--- src/rtl/adc_seq_pkg.sv ---
package adc_seq_pkg;
  typedef enum logic [1:0] {
    ST_IDLE,
    ST_WR_HELD,
    ST_WAIT,
    ST_RDCONV
  } seq_state_e;
endpackage

--- src/rtl/adc_seq_sync.sv ---
module adc_seq_sync #(
  parameter int W = 4,
  parameter logic [W-1:0] RST_VAL = '0
) (
  input  logic         clk,
  input  logic         rst,
  input  logic [W-1:0] d,
  output logic [W-1:0] q
);
  generate
    for (genvar i = 0; i < W; i++) begin : g_bit
      logic s1, s2;
      always_ff @(posedge clk) begin
        if (rst) begin
          s1 <= RST_VAL[i];
          s2 <= RST_VAL[i];
        end else begin
          s1 <= d[i];
          s2 <= s1;
        end
      end
      assign q[i] = s2;
    end
  endgenerate
endmodule

--- src/rtl/adc_seq_timer.sv ---
module adc_seq_timer #(
  parameter int CNT_W = 8
) (
  input  logic             clk,
  input  logic             rst,
  input  logic             load,
  input  logic [CNT_W-1:0] load_val,
  output logic             expired
);
  logic [CNT_W-1:0] cnt;
  logic             active;

  always_ff @(posedge clk) begin
    if (rst) begin
      cnt    <= '0;
      active <= 1'b0;
    end else if (load) begin
      cnt    <= load_val;
      active <= 1'b1;
    end else if (active) begin
      if (cnt == '0) active <= 1'b0;
      else           cnt    <= cnt - 1'b1;
    end
  end

  assign expired = active && (cnt == '0);

  // an expiry ends the count, so the next cycle cannot expire again
  AST_SINGLE_EXPIRY: assert property (@(posedge clk) disable iff (rst)
    (expired && !load) |=> !expired);
endmodule

--- src/rtl/adc_bus_seq.sv ---
module adc_bus_seq
  import adc_seq_pkg::*;
#(
  parameter int DATA_W      = 8,
  parameter int TIMEOUT_CYC = 100,
  parameter int CONV_CYC    = 16
) (
  input  logic              clk,
  input  logic              rst,
  input  logic              cs_n,
  input  logic              rd_n,
  input  logic              wr_n,
  input  logic              mode,
  input  logic [DATA_W-1:0] conv_data,
  input  logic              conv_over,
  output logic              start_conv,
  output logic              latch_res,
  output logic [DATA_W-1:0] db_q,
  output logic              db_oe,
  output logic              ofl_n,
  output logic              int_n,
  output logic              rdy_oe,
  output logic              rdy_o
);
  localparam int MAX_CYC = (TIMEOUT_CYC > CONV_CYC) ? TIMEOUT_CYC : CONV_CYC;
  localparam int CNT_W   = $clog2(MAX_CYC + 1);
  localparam logic [CNT_W-1:0] TO_LOAD = CNT_W'(TIMEOUT_CYC - 1);
  localparam logic [CNT_W-1:0] CV_LOAD = CNT_W'(CONV_CYC - 1);

  logic [3:0] pins_s;
  logic cs_s, rd_s, wr_s, mode_s;
  logic cs_p, rd_p, wr_p;

  adc_seq_sync #(.W(4), .RST_VAL(4'b0111)) u_sync (
    .clk (clk),
    .rst (rst),
    .d   ({mode, wr_n, rd_n, cs_n}),
    .q   (pins_s)
  );

  assign cs_s   = pins_s[0];
  assign rd_s   = pins_s[1];
  assign wr_s   = pins_s[2];
  assign mode_s = pins_s[3];

  always_ff @(posedge clk) begin
    if (rst) begin
      cs_p <= 1'b1;
      rd_p <= 1'b1;
      wr_p <= 1'b1;
    end else begin
      cs_p <= cs_s;
      rd_p <= rd_s;
      wr_p <= wr_s;
    end
  end

  logic sel, cs_fall, cs_rise, rd_fall, rd_rise, wr_fall, rd_act;
  assign sel     = ~cs_s;
  assign cs_fall = cs_p & ~cs_s;
  assign cs_rise = ~cs_p & cs_s;
  assign rd_fall = rd_p & ~rd_s;
  assign rd_rise = ~rd_p & rd_s;
  assign wr_fall = wr_p & ~wr_s;
  assign rd_act  = ~cs_s & ~rd_s;

  seq_state_e       state, state_nx;
  logic             start, latch, tload, expired;
  logic [CNT_W-1:0] tval;

  adc_seq_timer #(.CNT_W(CNT_W)) u_timer (
    .clk      (clk),
    .rst      (rst),
    .load     (tload),
    .load_val (tval),
    .expired  (expired)
  );

  always_comb begin
    state_nx = state;
    start    = 1'b0;
    latch    = 1'b0;
    tload    = 1'b0;
    tval     = TO_LOAD;
    unique case (state)
      ST_IDLE: begin
        if (sel && mode_s && wr_fall) begin
          start    = 1'b1;
          state_nx = ST_WR_HELD;
        end else if (sel && !mode_s && rd_fall) begin
          start    = 1'b1;
          tload    = 1'b1;
          tval     = CV_LOAD;
          state_nx = ST_RDCONV;
        end
      end
      ST_WR_HELD: begin
        if (sel && rd_fall) begin
          latch    = 1'b1;
          state_nx = ST_IDLE;
        end else if (wr_s) begin
          tload    = 1'b1;
          state_nx = ST_WAIT;
        end
      end
      ST_WAIT: begin
        if ((sel && rd_fall) || expired) begin
          latch    = 1'b1;
          state_nx = ST_IDLE;
        end
      end
      ST_RDCONV: begin
        if (expired) begin
          latch    = 1'b1;
          state_nx = ST_IDLE;
        end
      end
      default: state_nx = ST_IDLE;
    endcase
  end

  logic done_r, done_nx;
  assign done_nx = latch ? 1'b1 : (start ? 1'b0 : done_r);

  always_ff @(posedge clk) begin
    if (rst) begin
      state      <= ST_IDLE;
      start_conv <= 1'b0;
      latch_res  <= 1'b0;
      db_q       <= '0;
      ofl_n      <= 1'b1;
      int_n      <= 1'b1;
      rdy_oe     <= 1'b0;
      done_r     <= 1'b0;
      db_oe      <= 1'b0;
    end else begin
      state      <= state_nx;
      start_conv <= start;
      latch_res  <= latch;
      done_r     <= done_nx;
      db_oe      <= rd_act && (mode_s || done_nx);
      if (latch) begin
        db_q  <= conv_data;
        ofl_n <= ~conv_over;
      end
      if (latch)                           int_n <= 1'b0;
      else if (rd_rise || cs_rise || start) int_n <= 1'b1;
      if (latch)                              rdy_oe <= 1'b0;
      else if (cs_fall && !mode_s)            rdy_oe <= 1'b1;
      else if (cs_rise && state == ST_IDLE)   rdy_oe <= 1'b0;
    end
  end

  assign rdy_o = 1'b0;

  AST_NO_RESTART: assert property (@(posedge clk) disable iff (rst)
    (state != ST_IDLE) |=> !start_conv);
  AST_INT_ON_LATCH: assert property (@(posedge clk) disable iff (rst)
    $fell(int_n) |-> latch_res);
  AST_OFL_ON_LATCH: assert property (@(posedge clk) disable iff (rst)
    !$stable(ofl_n) |-> latch_res);
  AST_DB_HIZ: assert property (@(posedge clk) disable iff (rst)
    db_oe |-> $past(!cs_s && !rd_s));
  AST_RDY_MODE: assert property (@(posedge clk) disable iff (rst)
    $rose(rdy_oe) |-> $past(!mode_s));
endmodule

--- config.mk ---
export PLATFORM = sky130hd
export DESIGN_NAME = adc_bus_seq
export DESIGN_NICKNAME = d
export VERILOG_FILES = /design/src/rtl/adc_seq_pkg.sv /design/src/rtl/adc_seq_sync.sv /design/src/rtl/adc_seq_timer.sv /design/src/rtl/adc_bus_seq.sv
export SDC_FILE = /design/constraint.sdc
export NUM_CORES = 1
export LEC_CHECK = 0
export BUFFER_PORTS_ARGS = -buffer_cell sky130_fd_sc_hd__buf_2
export CAP_MARGIN = 25
export CELL_PAD_IN_SITES_DETAIL_PLACEMENT = 1
export CELL_PAD_IN_SITES_GLOBAL_PLACEMENT = 2
export CORE_MARGIN = 5
export CORE_UTILIZATION = 35
export CTS_BUF_LIST = sky130_fd_sc_hd__clkbuf_2 sky130_fd_sc_hd__clkbuf_4 sky130_fd_sc_hd__clkbuf_8
export CTS_CLUSTER_DIAMETER = 100
export DETAILED_ROUTE_END_ITERATION = 10
export GPL_TIMING_DRIVEN = 0
export HOLD_SLACK_MARGIN = 0.06
export PLACE_DENSITY_LB_ADDON = 0.1
export SYNTH_ARGS = -nofsm -noshare
export SYNTH_HDL_FRONTEND = slang
export SYNTH_HIERARCHICAL = 1
export SYNTH_SLANG_ARGS = --single-unit
--- constraint.sdc ---
create_clock -name clk -period 2.9 [get_ports clk]
set_input_delay 0.145 -clock clk [delete_from_list [all_inputs] [get_ports clk]]
set_output_delay 0.145 -clock clk [all_outputs]
set_load 0.02 [all_outputs]
==> results.md <==
- Most common cell after layout, fill and taps aside: dfxtp_1
- Detailed Routing Iterations Pass 1: 4
- Initial Util: approximately 36%
- Routed WL per cell: about 14 microns
- R2R Path Start: u_timer/cnt[0]
- CTS Buf Count: 5
- Layout cells sized above 1: about 25%
- Worst Path Max Fanout: 10
- # nets final: between 200 and 250
- Final Hold Viols: 0
- Status: finished clean
- Synth cell types: 49
- Initial antenna violation count: 0
- # fillers: roughly 600
- Sequential fraction of the synthesis area: a little over two fifths
- Post-Syn Instances: 180
- Largest cells by area after synthesis: dfxtp_1 (43%), nand2b_1 (6.3%), mux2i_1 (5.3%), buf_4 (3.1%), nor2_1 (2.9%)
- Die area: approximately 0.0063 sq mm
- Sequential power share: 49.1%
- M3 GR Usage: 3.95%
- Syn_area_per_cell: roughly 9.4 sq um
- Vias per cell: approximately 5.1
- I/O pin cnt: 30
- Internal Pwr Total: 801 uW
- RSZ-0062 raised after global routing: false
- Synth Register Bits: 36
- Clock root cell: clkbuf_8
- Main combinational cell family by area after synthesis: simple AND/OR/NAND/NOR gates
- Worst-skew pair later-pin latency: 0.28 ns
- Placed cells: 264
- Worst hold start: mode
- Combinational Power Share: between 20% and 30%
- Area grow syn2layout: 19.3%
- Tmin final: 2.38 ns
- Number of global-route vias before repair: 1413
- End of the worst register-to-register path: int_n
- Largest net degree at the start of global routing: 14
- Global-route wire length before repair: around 6600 microns
- DIE WIDTH: 79.5 microns
- Top FF cell, synth: dfxtp_1
- Setup crit start kind: flip-flop
- RePlAce Congestion: 0.757
- Via Count: 1388
- Clock transition at path regs: 0.07 ns
- Most frequent cells in the layout: dfxtp_1 (36), buf_2 (28), nand2b_1 (17)
- CP arrival: between 2 and 3 ns
- Clock group share of total power: 29.2%
- Count of flip-flops with a built-in enable after synthesis: 0
- CTS tree: done
- Compound-cell area share of the yosys netlist: 13.4%
- Period utilization: 82.0%
- Synth warnings: 6
- Peak VDD IR: 0.000269 V
- Post-synth ARST share: 0%
- GRT Overall Usage: 13.4%
- Area leader, netlist: dfxtp_1
- DRC Markers: 0
- Synth Cell Area: 0.00169 sq mm
- Met1 usage: 17.1%
- Die H: ~80 microns
- Clock buffer depth: 2
- CTS sink cnt: 36
- Post-route insts no fill: 274
- Tot Pwr: roughly 1100 uW
- Worst-Margin Slew: between 0.9 and 1 ns
- Leakage: around 0.0009 uW
- Pwr dens: 563 mW/mm^2
- Max Transition Viols Final: 0
- Mux contribution to synthesized area: under 10%
- Post-DP HPWL: 3040 microns
- Simple logic cell fraction of the synthesized area: approximately 29%
- Sw frac: approximately 30%
- Synth Area in Adders: 1.48%
- WL final: 3960 microns
- Post-CTS sizing: 0
- Final core occ: 43.0%
- CP Data Required Time: slightly above 3 ns
- Htree depth: 2
- Met2 usage: 21.7%
- Ant. Diodes: 0
- Worst-case reg-to-reg path depth: 8
- Psw: 335 uW
- Post-route setup TNS: 0 ns
- GRT overflow: 0
- HP Class: in -> reg
- Crit Path Category: reg -> reg
- Port bufs: 28
- Site Rows: 25
- Worst Hold End: u_sync/g_bit[3].s1
- Synth Area in XOR/XNOR: 0%
- Initial DRC Count: 69
- Final Skew: between 0.003 and 0.004 ns
- ANT nets after route: 0
- Reg2reg setup slack: 0.52 ns
- Fmax: 421 MHz
- Core area: around 0.0047 sq mm
- Max-Cap Viols: 0
- Setup-failing EPs final: 0
- GRT busiest layer: met2
- Relative slew slack: 37.4%
- CP Capture Type: flip-flop
- Worst Hold Depth: 2
- Top-area cell type share of the netlist area: 42.6%
## cell usage after synthesis (2+ instances only)
cell type,n
nor4bb_1,2
nor2b_1,5
o21ai_1,2
a21oi_1,8
or2_1,6
or3_4,2
nor3b_1,5
o21ai_0,2
nor3_1,2
or4_1,2
nand2b_1,17
conb_1,2
dfxtp_1,36
nand2_1,3
clkbuf_1,3
buf_4,7
ha_1,2
mux2i_1,9
buf_6,2
nand3_1,4
a311oi_1,3
nor4b_1,3
a21o_1,2
nor4_1,3
inv_1,10
or2_2,3
nor2_1,13
## kinds of logic after synthesis
kind of cell               count (synthesis)
adders and majority gates                  2
muxes                                      9
AOI/OAI and AO/OA                         30
DFF                                       36
other                                      2
and+or+nand+nor                           78
buffers and inverters                     23
## power groups by stage
stage,logic (uW),clock network [uW],registers (uW)
after CTS,245,346,558
after detailed placement,240,0,570
after global routing,268,369,563
final,246,332,558
after floorplan,171,0,561
after global placement,226,0,565
## final cells by class
cell class                      instances  area (sq um)  area share [%]
Sequential cell                        36           721            35.7
Buffer                                 13          91.3            4.53
Inverter                               10          37.5            1.86
Multi-Input combinational cell        123           848            42.1
Timing Repair Buffer                   31           170            8.44
Tap cell                               54          67.6            3.35
Clock inverter                          1          5.00           0.248
Clock buffer                            6          76.3            3.78
## per-layer routing
metal	wire [microns]	part of all wire (%)
met1	1960	49
met5	0	0
met2	1810	46
met4	47	1.2
met3	141	3.6
## critical path, stage by stage, from the launching register on
cell and delay [ns]:
dfxtp_1 0.35, inv_1 0.10, ha_1 0.16, nor3b_1 0.76, and3_1 0.31, o21ai_1 0.12
o21a_4 0.17, buf_6 0.16, a2bb2oi_1 0.13
## worst max path at each step
| stage | to | start | slack, ns | cells after the start |
|---|---|---|---|---|
| finish | int_n | u_timer/cnt[0] | 0.52 | 8 |
| global route | db_q[5] | u_timer/cnt[1] | 0.38 | 8 |
| CTS | int_n | u_timer/cnt[0] | 0.52 | 8 |
| detailed placement | int_n | u_timer/cnt[0] | 0.55 | 8 |
| global placement | u_timer/cnt[6] | u_sync/g_bit[0].s2 | 0.65 | 9 |
| floorplan | u_timer/cnt[6] | u_sync/g_bit[0].s2 | 0.83 | 9 |
## registers in the layout (all words and copies together), names as in the netlist
name,count
rdy_oe,1
state,2
u_sync/g_bit.s1,4
u_sync/g_bit.s2,4
u_timer/active,1
u_timer/cnt,7
ofl_n,1
db_q,8
rd_p,1
done_r,1
db_oe,1
wr_p,1
cs_p,1
start_conv,1
int_n,1
latch_res,1
## repair_timing
action                                 in CTS  in global routing
endpoints found under the hold margin       3                  0
setup buffers                               0                  0
hold buffers                                3                  0
## stage by stage
step | area [sq um] | hold slack, ns | setup slack [ns]
global route | 2020 | 0.0762 | 0.377
floorplan | 1700 | 0.217 | 0.831
detailed placement | 1910 | 0.337 | 0.552
CTS | 2020 | 0.0711 | 0.522
global placement | 1910 | 0.324 | 0.653
finish | 2020 | 0.0859 | 0.522
Note: power is estimated with default switching activity, not from simulation.
